$ cat src/rtl/adc_seq_pkg.sv
package adc_seq_pkg;

   typedef enum logic [1:0] {
      MODE_RSV0   = 2'b00,
      MODE_RSV1   = 2'b01,
      MODE_SINGLE = 2'b10,
      MODE_SCAN   = 2'b11
   } seq_mode_e;

   typedef enum logic [1:0] {
      SQ_IDLE  = 2'b00,
      SQ_ISSUE = 2'b01,
      SQ_WAIT  = 2'b10
   } seq_state_e;

endpackage

$ cat src/rtl/adc_seq_regs.sv
module adc_seq_regs #(
   parameter int CH_W = 4
) (
   input  logic              clk,
   input  logic              rst_n,
   input  logic              wr_en,
   input  logic [2*CH_W+3:0] wr_data,
   input  logic              tmr_uflow,
   input  logic              step,
   input  logic              wrap,
   output logic [2*CH_W+3:0] ctrl_q,
   output logic [1:0]        mode,
   output logic [CH_W-1:0]   cur_ch,
   output logic [CH_W-1:0]   fin_ch,
   output logic              tsel,
   output logic              run
);
   localparam int MODE_LO  = 0;
   localparam int CUR_LO   = 2;
   localparam int FIN_LO   = 2 + CH_W;
   localparam int TSEL_BIT = 2 + 2*CH_W;
   localparam int RUN_BIT  = 3 + 2*CH_W;

   assign mode   = ctrl_q[MODE_LO +: 2];
   assign cur_ch = ctrl_q[CUR_LO +: CH_W];
   assign fin_ch = ctrl_q[FIN_LO +: CH_W];
   assign tsel   = ctrl_q[TSEL_BIT];
   assign run    = ctrl_q[RUN_BIT];

   // bus write wins over every hardware update in the same cycle
   always_ff @(posedge clk or negedge rst_n) begin
      if (!rst_n) begin
         ctrl_q <= '0;
      end else if (wr_en) begin
         ctrl_q <= wr_data;
      end else begin
         if (tsel && tmr_uflow)
            ctrl_q[RUN_BIT] <= 1'b1;
         if (wrap)
            ctrl_q[CUR_LO +: CH_W] <= '0;
         else if (step)
            ctrl_q[CUR_LO +: CH_W] <= cur_ch + 1'b1;
      end
   end

endmodule

$ cat src/rtl/adc_seq_fsm.sv
module adc_seq_fsm
   import adc_seq_pkg::*;
#(
   parameter int CH_W = 4
) (
   input  logic            clk,
   input  logic            rst_n,
   input  logic            run,
   input  logic [1:0]      mode,
   input  logic [CH_W-1:0] cur_ch,
   input  logic [CH_W-1:0] fin_ch,
   input  logic            conv_done,
   output logic            conv_start,
   output logic            accept,
   output logic            step,
   output logic            wrap,
   output logic            waiting,
   output logic            irq
);
   seq_state_e state_q, state_d;
   logic       cont_mode, is_scan, is_single, last_ch, irq_d;

   assign cont_mode = mode[1];
   assign is_scan   = (mode == MODE_SCAN);
   assign is_single = (mode == MODE_SINGLE);
   assign last_ch   = (cur_ch == fin_ch);

   assign conv_start = (state_q == SQ_ISSUE);
   assign waiting    = (state_q == SQ_WAIT);
   assign accept     = waiting && conv_done;
   assign step       = accept && is_scan && !last_ch;
   assign wrap       = accept && is_scan && last_ch;
   assign irq_d      = accept && (is_single || (is_scan && last_ch));

   always_comb begin
      state_d = state_q;
      unique case (state_q)
         SQ_IDLE:  if (run && cont_mode) state_d = SQ_ISSUE;
         SQ_ISSUE: state_d = SQ_WAIT;
         SQ_WAIT:  if (conv_done) state_d = (run && cont_mode) ? SQ_ISSUE : SQ_IDLE;
         default:  state_d = SQ_IDLE;
      endcase
   end

   always_ff @(posedge clk or negedge rst_n) begin
      if (!rst_n) begin
         state_q <= SQ_IDLE;
         irq     <= 1'b0;
      end else begin
         state_q <= state_d;
         irq     <= irq_d;
      end
   end

endmodule

$ cat src/rtl/adc_seq_results.sv
module adc_seq_results #(
   parameter int CH_W   = 4,
   parameter int RES_W  = 10,
   parameter int NUM_CH = 16,
   parameter bit RD_REG = 1'b0
) (
   input  logic             clk,
   input  logic             rst_n,
   input  logic             we,
   input  logic [CH_W-1:0]  wa,
   input  logic [RES_W-1:0] wd,
   input  logic [CH_W-1:0]  ra,
   output logic [RES_W-1:0] rd
);
   logic [RES_W-1:0] ent_q [NUM_CH];
   logic [RES_W-1:0] rd_raw;

   always_ff @(posedge clk or negedge rst_n) begin
      if (!rst_n) begin
         for (int i = 0; i < NUM_CH; i++) ent_q[i] <= '0;
      end else if (we) begin
         for (int i = 0; i < NUM_CH; i++)
            if (wa == CH_W'(i)) ent_q[i] <= wd;
      end
   end

   always_comb begin
      rd_raw = '0;
      for (int i = 0; i < NUM_CH; i++)
         if (ra == CH_W'(i)) rd_raw = ent_q[i];
   end

   generate
      if (RD_REG) begin : g_rd_reg
         always_ff @(posedge clk or negedge rst_n) begin
            if (!rst_n) rd <= '0;
            else        rd <= rd_raw;
         end
      end else begin : g_rd_comb
         assign rd = rd_raw;
      end
   endgenerate

endmodule

$ cat src/rtl/adc_seq_ctrl.sv
module adc_seq_ctrl #(
   parameter int CH_W   = 4,
   parameter int RES_W  = 10,
   parameter int NUM_CH = 16,
   parameter bit RD_REG = 1'b0
) (
   input  logic              clk,
   input  logic              rst_n,
   input  logic              bus_wr_en,
   input  logic [2*CH_W+3:0] bus_wr_data,
   input  logic              tmr_uflow,
   output logic [2*CH_W+3:0] ctrl_rd,
   output logic              conv_start,
   output logic [CH_W-1:0]   conv_ch,
   input  logic              conv_done,
   input  logic [RES_W-1:0]  conv_data,
   input  logic [CH_W-1:0]   res_sel,
   output logic [RES_W-1:0]  res_data,
   output logic              irq
);
   localparam int MAX_CH = 1 << CH_W;

   generate
      if (CH_W < 1 || CH_W > 8) begin : g_bad_ch_w
         $error("adc_seq_ctrl: CH_W out of range");
      end
      if (NUM_CH < 1 || NUM_CH > MAX_CH) begin : g_bad_num_ch
         $error("adc_seq_ctrl: NUM_CH exceeds channel field range");
      end
      if (RES_W < 1) begin : g_bad_res_w
         $error("adc_seq_ctrl: RES_W must be positive");
      end
   endgenerate

   logic [1:0]      mode;
   logic [CH_W-1:0] cur_ch, fin_ch;
   logic            tsel, run;
   logic            step, wrap, accept, busy_wait;

   adc_seq_regs #(.CH_W(CH_W)) regs_i (
      .clk       (clk),
      .rst_n     (rst_n),
      .wr_en     (bus_wr_en),
      .wr_data   (bus_wr_data),
      .tmr_uflow (tmr_uflow),
      .step      (step),
      .wrap      (wrap),
      .ctrl_q    (ctrl_rd),
      .mode      (mode),
      .cur_ch    (cur_ch),
      .fin_ch    (fin_ch),
      .tsel      (tsel),
      .run       (run)
   );

   adc_seq_fsm #(.CH_W(CH_W)) fsm_i (
      .clk        (clk),
      .rst_n      (rst_n),
      .run        (run),
      .mode       (mode),
      .cur_ch     (cur_ch),
      .fin_ch     (fin_ch),
      .conv_done  (conv_done),
      .conv_start (conv_start),
      .accept     (accept),
      .step       (step),
      .wrap       (wrap),
      .waiting    (busy_wait),
      .irq        (irq)
   );

   adc_seq_results #(
      .CH_W   (CH_W),
      .RES_W  (RES_W),
      .NUM_CH (NUM_CH),
      .RD_REG (RD_REG)
   ) res_i (
      .clk   (clk),
      .rst_n (rst_n),
      .we    (accept),
      .wa    (cur_ch),
      .wd    (conv_data),
      .ra    (res_sel),
      .rd    (res_data)
   );

   assign conv_ch = cur_ch;

endmodule

$ cat config.mk
export PLATFORM = sky130hd
export DESIGN_NAME = adc_seq_ctrl
export DESIGN_NICKNAME = d
export VERILOG_FILES = /design/src/rtl/adc_seq_pkg.sv /design/src/rtl/adc_seq_regs.sv /design/src/rtl/adc_seq_fsm.sv /design/src/rtl/adc_seq_results.sv /design/src/rtl/adc_seq_ctrl.sv
export SDC_FILE = /design/constraint.sdc
export NUM_CORES = 1
export LEC_CHECK = 0
export BUFFER_PORTS_ARGS = -buffer_cell sky130_fd_sc_hd__buf_2
export CORE_UTILIZATION = 57
export DETAILED_ROUTE_END_ITERATION = 6
export PLACE_DENSITY = 0.76
export SYNTH_ARGS = -nofsm -noshare
export SYNTH_HDL_FRONTEND = slang
export SYNTH_HIERARCHICAL = 1
export SYNTH_SLANG_ARGS = --single-unit
$ cat constraint.sdc
create_clock -name clk -period 2.65 [get_ports clk]
set_clock_uncertainty 0.15 [all_clocks]
set_input_delay 0.6625 -clock clk [delete_from_list [all_inputs] [get_ports clk]]
set_output_delay 0.6625 -clock clk [all_outputs]
set_load 0.03 [all_outputs]
* Word-level counts from Yosys, hierarchy flattened
Index checks and enable logic that the tools add are counted. W data, S select, Z words.
Cells by class: reductions and logical operators 32, shifts and indexed selects 0, add/sub/neg operators 1, div/mod/pow operators 0, equal/unequal tests 37, bitwise operators 0, $mul 0, multiplexer cells 25, magnitude comparators 0
Operators by type and width (number):
- $mux W10 | 16
- $eq A4 B4 Y1 const B | 16
- $reduce_and A2 Y1 | 17
- $eq A4 B3 Y1 const B | 8
- $eq A4 B2 Y1 const B | 4
- $mux W4 | 3
- $eq A4 B1 Y1 const B | 2
- $logic_and A1 B1 Y1 | 8
- $logic_not A4 Y1 | 2
- $eq A2 B2 Y1 const B | 3
- $pmux W2 S3 | 1
- $add A4 B1 Y4 const B | 1
- $eq A4 B4 Y1 | 1
- $mux W2 | 2
- $mux W1 | 3
- $reduce_bool A3 Y1 | 1
- $eq A2 B1 Y1 const B | 1
- $logic_not A2 Y1 | 1
- $ne A2 B1 Y1 const B | 1
- $ne A2 B2 Y1 const B | 1
- $reduce_bool A2 Y1 | 1
- $logic_not A1 Y1 | 1
- $logic_or A1 B1 Y1 | 1
Word-level totals: memories 0, input port bits 31, memory bits (read-only) 0, output and inout bits 28, bits in registers 175, bits in writable memories 0, bits in latches 0

* Logic depth before layout (Yosys ltp)
Gate-level depths: netlist of run 1.
depth after elaboration 17, depth in mapped cells 8

* Hierarchy
The synthesis of run 1 kept the hierarchy.
Modules (own cells, without submodules):
- adc_seq_results | instances 1, area an instance 7801.2 um^2, sequential area each 4003.8 um^2, cells each 612
- adc_seq_regs | instances 1, area an instance 596.8 um^2, sequential area each 300.3 um^2, cells each 47
- adc_seq_fsm | instances 1, area an instance 196.4 um^2, sequential area each 75.1 um^2, cells each 20

* Least setup slack after synthesis of run 1
No wires, ideal clock.
path kind input to output, start input res_sel[2], end output res_data[9], stages on the path 7, data arrival time 2505 ps, path slack -667 ps, required time 1837 ps, path through buf_4 > buf_4 > and2b_1 > nand2_1 > a31oi_1 > a311oi_1 > o41ai_1
On the way: cells in the longest elaborated chain, start to end 17, elaborated cells between the ends (all ways) 32
Ends and longest elaborated chain:
- start, declared | line adc_seq_ctrl.sv:17 | input logic [CH_W-1:0] res_sel,
- $logic_not A4 Y1 | line adc_seq_results.sv:30 | if (ra == CH_W'(i)) rd_raw = ent_q[i];
- $mux W10 (15 in series) | line adc_seq_results.sv:30
- $mux W10 * | line adc_seq_results.sv:30
- end, declared | line adc_seq_ctrl.sv:18 | output logic [RES_W-1:0] res_data,
Mark *: on every way between the ends. The rest lies on a longest branch, timed or not.

* Worst setup path after layout of run 1
start input res_sel[0], end output res_data[7]
Same word-level chain as after synthesis.

==> results of run 1 <==
power by group through the flow:
stage	sequential, mW	combinational, mW	clock (mW)
floorplan	3.57	1.15	0
global placement	3.63	1.52	0
detailed placement	3.69	1.59	0
CTS	3.65	1.73	2.44
global route	3.75	1.93	2.57
finish	3.69	1.82	2.42
metal layers:
metal  global-route usage  vias to the layer above  routed length [um]
li1                     -                     2815                   -
met1                0.436                     3389               10200
met2                0.560                      410               12500
met3               0.0662                      123                2180
met4                0.168                        0                1280
met5                    0                        -                   0
worst reg2reg max path: cells and delay by family, from the launching register on:
| kind | cells | cell delay [ns] |
|---|---|---|
| simple gates | 4 | 1.04 |
| buf+inv | 1 | 0.23 |
| mux | 1 | 0.36 |
| flops | 1 | 0.42 |
cells in the mapped netlist (3+ instances only):
library cell and count:
nor2b_1 11, nor2_2 9, a22oi_1 4, nand2b_1 13, a21o_1 4, nand3_1 9, clkbuf_1 14, o221ai_1 6
a221o_1 3, a32oi_1 4, nand2_1 20, o22ai_1 5, buf_4 21, a221oi_1 6, inv_1 3, o21ai_0 26
nand4_1 4, o21a_1 3, nor3_1 7, mux2_2 179, xnor2_1 6, buf_6 3, buf_2 15, a22o_1 5
nor2_1 18, a31oi_1 6, or3_1 3, dfrtp_1 175, mux4_2 5, a21oi_1 23, mux2i_1 21, a211oi_1 4
state kept, by name, summed over array words and instances (netlist names):
name           flops
fsm_i/irq          1
fsm_i/state_q      2
regs_i/ctrl_q     12
res_i/ent_q      160
path summary, 6_finish.rpt:
path | to | slack, ns | cells past startpoint
worst max-delay path | res_data[7] | -0.29 | 10
worst min-delay path | res_i/ent_q[15] | 0.05 | 1
worst max register to register | res_i/ent_q[120] | 0.35 | 6
worst min register to register | fsm_i/state_q[0] | 0.32 | 1
max in group asynchronous | res_i/ent_q[28] | 1.62 | 2
min in group clk | regs_i/ctrl_q[11] | 0.29 | 3
layout make-up:
| class | count | area share |
|---|---|---|
| diodes | 1 | 0.000224 |
| multi-input cells | 445 | 0.384 |
| repair buffers | 188 | 0.150 |
| flip-flops and latches | 175 | 0.392 |
| inverters | 6 | 0.00280 |
| clock inverters | 15 | 0.0129 |
| well taps | 184 | 0.0206 |
| clock buffers | 17 | 0.0380 |
kinds of logic after synthesis:
kind of cell,Yosys count
multiplexers,208
adder cells (fa/ha/maj),1
XOR/XNOR,7
AO/OA/AOI/OAI,124
buffers and inverters,59
AND/OR/NAND/NOR,105
flip-flops,175
through the flow:
step | TNS (ns) | area, um^2
CTS | -1.88 | 10900
floorplan | -0.226 | 8730
finish | -2.35 | 11200
global route | -2.68 | 11200
global placement | -4.10 | 9850
detailed placement | -4.42 | 9850
repair_timing:
action / CTS / global route
endpoints found under the setup margin: 10 / 10
gates cloned: 2 / 2
gates resized for setup: 96 / 39
pin swaps: 24 / 9
buffers inserted: 12 / 4
==> summary.txt, run 1 <==
Worst-path clk slew -> 0.07 ns
flops & latches, synth -> 175
multiplexer area fraction after synthesis -> 0.276
WHS -> 0.0535 ns
Arr. time, crit path -> 2.12 ns
# port buffers -> 58
setup ws final -> -0.286 ns
Ports -> 59
Post-synth EDFFs -> 0
Global Route Usage Sum -> 0.342
first-pass GRT wire length -> 39.7 mm
syn nets -> 711
Synth Cell Area -> 8590 um^2
largest net degree at the start of global routing -> 60
post-DP HPWL -> 16.5 mm
Hold Buf Count CTS -> 0
clock network fraction of total power -> 0.305
CP endpoint kind -> output port
Final Slew Violations -> 0
P&R area growth vs syn -> 30.1%
latest clock arrival within the worst-skew pair -> 0.43 ns
Tot Pwr -> 7.92 mW
most frequent cells in the layout -> mux2_2 (177), dfrtp_1 (175), buf_4 (95), buf_2 (44), buf_6 (29)
Residual DRC -> 12
Worst Path Buf+Inv -> 5
Site Rows -> 44
Worst Max-Slew Pin Slew -> 0.573 ns
vias per std cell -> 6.53
total CTS buffers -> 17
Die Area -> 15,600 um^2
Comb pwr share -> 0.229
Mean Syn Cell Area -> 12.7 um^2
most used cell, CP -> buf_4
Flop pwr share -> 0.466
final std cells w/o fill -> 1,031
routed wire length -> 26.1 mm
yosys warns -> 6
Pint -> 5.53 mW
main area contributors after synthesis -> dfrtp_1 (51%), mux2_2 (23%), mux2i_1 (2.4%), buf_4 (1.8%), o21ai_0 (1.5%)
RSZ-0062 raised after global routing -> true
Syn Inst Count -> 679
delay of the slowest critical-path stage -> 0.24 ns
fraction of registers with async set/reset -> 1.00
Net Switching -> 2.40 mW
WL per Instance -> 25.4 um
Initial Util -> 0.587
RePlAce Congestion -> 0.921
Die X -> 125 um
R2R Path Start -> fsm_i/state_q[0]
layout cells sized above 1 -> 0.570
GR Overflow Total -> 0
DRT antenna net count -> 0
Reg area -> 4380 um^2
clock tree buffer depth -> 2
critical-path cell list -> buf_12 > buf_12 > buf_4 > nand2_4 > nor2_2 > buf_4 > and3_1 > a221oi_2 > o32ai_2 > buf_4
post-synthesis adder-cell area fraction -> 0.00146
core box area -> 14,600 um^2
main flop type after synthesis -> dfrtp_1
fin crit period -> 2.94 ns
vias in the first global route -> 6,993
Clock Sinks -> 175
Final #Nets -> 865
pre-CTS setup slack -> -0.502 ns
Yosys top cell area share -> 0.510
leading cell type in the layout, fill and taps excluded -> mux2_2
simple logic cell fraction of the synthesized area -> 0.0652
Seq/Total Area, Yosys -> 0.510
Final setup viols -> 10
Setup crit start -> res_sel[0]
crit-path leading delay family -> buffers and inverters
max-cap violation count -> 0
multi-input logic area -> 4290 um^2
Leak -> 5.30 nW
Critical-path top delay cell -> o32ai_2
drt pass-1 iters -> 7
routed via count -> 6,737
initial antenna violation count -> 1
H-tree depth -> 4
maximum vdd ir drop -> 0.533 mV
Fill cells -> 908
Fmax -> 341 MHz
Setup CP Type -> input port to output port
biggest area consumer among synthesized cells -> dfrtp_1
Power Dens Cells -> 709 nW/um^2
Unique masters post-synth -> 66
status -> finished with violations
failing checks -> DRC, setup timing
CTS root buffer -> clkbuf_16
Hold Violations, Final -> 0
worst-path fanout max -> 7
xor and xnor area share after synthesis -> 0.00713
crit share post-route -> 1.11
DR iter-0 viols -> 567
Sw Ratio -> 0.303
die height -> 125 um
Layout Utilization -> 0.764
Placed Cells -> 978
CTS tree -> built
largest family of logic cells by synthesized area -> multiplexers
Synth Area in Compound Gates -> 0.100
Worst Setup Start Kind -> input port
Slew headroom -> 0.618
WP data required -> 1.84 ns
Hold Path Class -> input port to async pin
(Power assumes the default switching activity.)
==> run 2: changes to the inputs <==
--- a/config.mk
+++ b/config.mk
@@ -9,6 +9,7 @@
 export CORE_UTILIZATION = 57
 export DETAILED_ROUTE_END_ITERATION = 6
 export PLACE_DENSITY = 0.76
+export SKIP_LAST_GASP = 1
 export SYNTH_ARGS = -nofsm -noshare
 export SYNTH_HDL_FRONTEND = slang
 export SYNTH_HIERARCHICAL = 1
==> summary.txt, run 2 (same netlist as run 1, synthesis figures left out) <==
delay of the slowest critical-path stage -> 0.26 ns
core box area -> 14,600 um^2
vias in the first global route -> 6,982
Clock Sinks -> 175
Hold Path Class -> input port to async pin
GR Overflow Total -> 0
setup TNS -> -2.37 ns
drt pass-1 iters -> 7
Initial Util -> 0.587
Worst-path clk slew -> 0.07 ns
critical-path cell list -> buf_12 > buf_6 > buf_6 > nand2b_1 > o21ai_0 > a21oi_1 > o221ai_2 > a21oi_4 > buf_6
post-DP HPWL -> 16.5 mm
Worst Setup Start Kind -> input port
Final setup viols -> 10
DRT antenna net count -> 0
Ports -> 59
initial antenna violation count -> 0
Die X -> 125 um
Fmax -> 337 MHz
CTS root buffer -> clkbuf_16
Fill cells -> 903
Biggest register -> res_i/ent_q
leading cell type in the layout, fill and taps excluded -> mux2_2
RePlAce Congestion -> 0.921
Tot Pwr -> 7.92 mW
fin crit period -> 2.96 ns
failing checks -> DRC, setup timing
CTS tree -> built
WL per Instance -> 25.2 um
Residual DRC -> 6
die height -> 125 um
WHS -> 0.0585 ns
most frequent cells in the layout -> mux2_2 (178), dfrtp_1 (175), buf_4 (100), buf_2 (43), buf_6 (25)
Power Dens Cells -> 709 nW/um^2
routed via count -> 6,665
Hold Violations, Final -> 0
setup ws final -> -0.315 ns
pre-CTS setup slack -> -0.502 ns
P&R area growth vs syn -> 29.9%
layout cells sized above 1 -> 0.571
top flop regs -> res_i/ent_q: 160 flops, regs_i/ctrl_q: 12 flops, fsm_i/state_q: 2 flops
clock tree buffer depth -> 2
CP endpoint kind -> output port
Arr. time, crit path -> 2.15 ns
Final Slew Violations -> 0
crit share post-route -> 1.12
max-cap violation count -> 0
Critical-path top delay cell -> a21oi_1
vias per std cell -> 6.47
RSZ-0062 raised after global routing -> true
Worst Max-Slew Pin Slew -> 0.586 ns
DR iter-0 viols -> 558
status -> finished with violations
Slew headroom -> 0.609
Site Rows -> 44
H-tree depth -> 4
WP data required -> 1.84 ns
Ant. Diodes -> 0
crit-path leading delay family -> compound AO/OA/AOI/OAI gates
# port buffers -> 58
Largest register FFs -> 160
worst-path fanout max -> 15
maximum vdd ir drop -> 0.534 mV
latest clock arrival within the worst-skew pair -> 0.43 ns
Leak -> 5.29 nW
most used cell, CP -> buf_6
Worst Path Buf+Inv -> 4
Layout Utilization -> 0.762
first-pass GRT wire length -> 39.2 mm
routed wire length -> 26.0 mm
Setup CP Type -> input port to output port
largest net degree at the start of global routing -> 60
Global Route Usage Sum -> 0.337
Final #Nets -> 865
total CTS buffers -> 17
Die Area -> 15,600 um^2
run 2: changes by cell type in the layout (fill, tap and decap cells not counted), sizes merged:
| cell | before | now |
|---|---|---|
| clkinv | 6 | 7 |
| diode | 1 | 0 |
| clkinvlp | 2 | 1 |
| clkbuf | 19 | 18 |
| buf | 185 | 186 |
run 2: worst paths after layout:
path	from	to	slack, ns	cells after the start
setup / recovery	res_sel[2]	res_data[6]	-0.31	9
hold / removal	rst_n	res_i/ent_q[15]	0.06	1
setup reg to reg	fsm_i/state_q[0]	res_i/ent_q[120]	0.37	6
hold reg to reg	fsm_i/state_q[1]	fsm_i/state_q[0]	0.32	1
max in group asynchronous	rst_n	res_i/ent_q[62]	1.62	2
min in group clk	bus_wr_data[11]	regs_i/ctrl_q[11]	0.29	3
run 2: cell type report:
class | count | area [um^2] | share of cell area
clock buffers | 17 | 425 | 0.0381
clock inverters | 15 | 144 | 0.0129
inverters | 6 | 25.0 | 0.00224
multi-input cells | 445 | 4300 | 0.385
flip-flops and latches | 175 | 4380 | 0.392
well taps | 184 | 230 | 0.0206
repair buffers | 188 | 1660 | 0.148
run 2: routing by layer:
metal / track usage / routed length (um)
met5: 0 / 0
met2: 0.545 / 12300
met1: 0.431 / 10300
met3: 0.0747 / 2130
met4: 0.161 / 1240
run 2: where the power goes:
part | switching [mW] | total [mW] | internal [mW]
Sequential | 0.400 | 3.68 | 3.28
Clock | 1.17 | 2.41 | 1.25
Combinational | 0.826 | 1.82 | 0.993
Total | 2.39 | 7.92 | 5.53
run 2: what timing repair did:
| action | 4_1_cts | 5_1_grt |
|---|---|---|
| gates resized for setup | 91 | 41 |
| pin swaps | 23 | 18 |
| hold endpoints to repair | 0 | 0 |
| hold buffers | 0 | 0 |
| cloned | 2 | 1 |
| buffers inserted | 12 | 5 |
| endpoints found under the setup margin | 10 | 10 |
run 2: stage by stage:
step                      instances  cell area, um^2
after floorplan                 679             8730
after global placement          978             9850
after detailed placement        978             9850
after CTS                      1024            10900
after global routing           1030            11200
final                          1030            11200
==> run 3: changes to the inputs <==
--- a/config.mk
+++ b/config.mk
@@ -6,11 +6,12 @@
 export NUM_CORES = 1
 export LEC_CHECK = 0
 export BUFFER_PORTS_ARGS = -buffer_cell sky130_fd_sc_hd__buf_2
+export CORE_ASPECT_RATIO = 0.9
 export CORE_UTILIZATION = 57
 export DETAILED_ROUTE_END_ITERATION = 6
+export MAX_ROUTING_LAYER = met4
 export PLACE_DENSITY = 0.76
 export SKIP_LAST_GASP = 1
 export SYNTH_ARGS = -nofsm -noshare
 export SYNTH_HDL_FRONTEND = slang
-export SYNTH_HIERARCHICAL = 1
 export SYNTH_SLANG_ARGS = --single-unit
==> summary.txt, run 3 <==
crit-path leading delay family -> buffers and inverters
RePlAce Congestion -> 0.891
vias in the first global route -> 6,721
routed wire length -> 23.6 mm
main flop type after synthesis -> dfrtp_1
Fill cells -> 949
most used cell, CP -> buf_6
clock tree buffer depth -> 2
latest clock arrival within the worst-skew pair -> 0.44 ns
fin crit period -> 2.91 ns
critical-path cell list -> buf_8 > buf_6 > buf_4 > nand3b_1 > o22ai_2 > a22oi_2 > a21oi_1 > or3_4 > buf_6
first-pass GRT wire length -> 37.2 mm
Die X -> 131 um
vias per std cell -> 6.34
CP endpoint kind -> output port
DR iter-0 viols -> 646
Seq/Total Area, Yosys -> 0.510
P&R area growth vs syn -> 25.0%
drt pass-1 iters -> 5
failing checks -> setup timing
Clock Sinks -> 175
Ant. Diodes -> 0
die height -> 118 um
Worst Max-Slew Pin Slew -> 0.570 ns
layout cells sized above 1 -> 0.522
Site Rows -> 42
WP data required -> 1.84 ns
initial antenna violation count -> 0
Slew headroom -> 0.620
Mean Syn Cell Area -> 12.8 um^2
largest net degree at the start of global routing -> 60
placed cell area -> 9750 um^2
status -> finished with violations
Reg area -> 4380 um^2
Residual DRC -> 0
yosys warns -> 0
biggest area consumer among synthesized cells -> dfrtp_1
Final setup viols -> 10
Worst Setup Start Kind -> input port
core box area -> 14,700 um^2
WHS -> 0.0436 ns
Post-synth EDFFs -> 0
leading cell type in the layout, fill and taps excluded -> dfrtp_1
Arr. time, crit path -> 2.10 ns
flops & latches, synth -> 175
Ports -> 59
Leak -> 5.06 nW
setup ws final -> -0.259 ns
maximum vdd ir drop -> 0.551 mV
setup TNS -> -2.12 ns
total CTS buffers -> 17
Hold Violations, Final -> 0
worst-path fanout max -> 6
final non-filler cell area -> 10,700 um^2
most frequent cells in the layout -> dfrtp_1 (175), mux2_2 (164), buf_4 (71), buf_2 (43), nor2_1 (34)
Worst Path Buf+Inv -> 4
RSZ-0062 raised after global routing -> true
top flop regs -> res_i.ent_q: 160 flops, regs_i.ctrl_q: 12 flops, fsm_i.state_q: 2 flops
GR Overflow Total -> 0
crit share post-route -> 1.10
DRT antenna net count -> 0
top-count cell post-synth -> dfrtp_1
Critical-path top delay cell -> or3_4
Fmax -> 344 MHz
Global Route Usage Sum -> 0.329
syn nets -> 705
Unique masters post-synth -> 57
Worst-path clk slew -> 0.06 ns
CTS root buffer -> clkbuf_16
delay of the slowest critical-path stage -> 0.35 ns
max-cap violation count -> 0
Hold Buf Count CTS -> 0
routed via count -> 6,382
main area contributors after synthesis -> dfrtp_1 (51%), mux2_2 (21%), mux4_1 (2.1%), mux4_2 (2.1%), o21ai_0 (2.0%)
most instantiated cells after synthesis -> dfrtp_1 (175), mux2_2 (164), nor2_1 (38), o21ai_0 (34), nand2_1 (28)
fraction of registers with async set/reset -> 1.00
# port buffers -> 58
WL per Instance -> 23.4 um
Final #Nets -> 831
Syn Inst Count -> 670
Initial Util -> 0.584
Hold Path Class -> input port to async pin
post-DP HPWL -> 15.0 mm
Largest register FFs -> 160
Yosys top cell area share -> 0.510
multi-input logic area -> 4060 um^2
Biggest register -> res_i.ent_q
Setup CP Type -> input port to output port
CTS tree -> built
Die Area -> 15,600 um^2
Power Dens Cells -> 759 nW/um^2
Synth Cell Area -> 8590 um^2
Final Slew Violations -> 0
H-tree depth -> 4
==> run 3: layout make-up <==
cell class / instances / share of cell area
sequential: 175 / 0.408
multi-input combinational: 439 / 0.378
timing repair buffer: 155 / 0.128
clock buffer: 23 / 0.0436
tap: 198 / 0.0231
clock inverter: 9 / 0.0168
inverter: 8 / 0.00280
==> run 3: logic make-up after synthesis <==
kind of cell,share of synthesized area
AOI/OAI and AO/OA,0.0802
xor gates and xnor gates,0.00408
adders and majority gates,0.00582
buffers and inverters,0.0367
DFF,0.510
muxes,0.284
and+or+nand+nor,0.0796
==> run 3: timing repair <==
item | 4_1_cts | 5_1_grt
pin swaps | 22 | 16
gates cloned | 1 | 0
buffers inserted | 12 | 0
gates resized for setup | 56 | 24
endpoints found under the setup margin | 10 | 10
==> run 3: metrics by stage <==
step	util	setup WS, ns	instances	power, mW
after CTS	0.724	-0.289	1007	8.11
after global placement	0.663	-0.367	962	5.12
after floorplan	-	0.00217	670	4.73
after global routing	0.730	-0.279	1007	8.46
final	0.730	-0.259	1007	8.15
after detailed placement	0.663	-0.411	962	5.25
==> run 3: where the power goes <==
group | internal [mW] | leakage, nW | switching, mW
clock network | 1.73 | 0.312 | 1.04
registers | 3.28 | 2.33 | 0.379
logic | 0.937 | 2.42 | 0.781
==> run 3: path summary, 6_finish.rpt <==
check,startpoint,to,slack (ns),cells after the start
max,res_sel[1],res_data[5],-0.26,9
min,rst_n,res_i.ent_q[51],0.04,1
max reg2reg,fsm_i.state_q[0],res_i.ent_q[66],0.60,5
min reg2reg,fsm_i.state_q[0],fsm_i.state_q[0],0.33,1
max in group asynchronous,rst_n,res_i.ent_q[8],1.52,2
min in group clk,bus_wr_data[11],regs_i.ctrl_q[11],0.28,3
==> run 3: metal layers <==
layer,global-route usage,routed length (um),up-vias
met4,0.142,854,0
met2,0.505,11500,303
met5,-,0,-
met3,0.0729,1550,76
met1,0.422,9730,3306
li1,-,-,2697
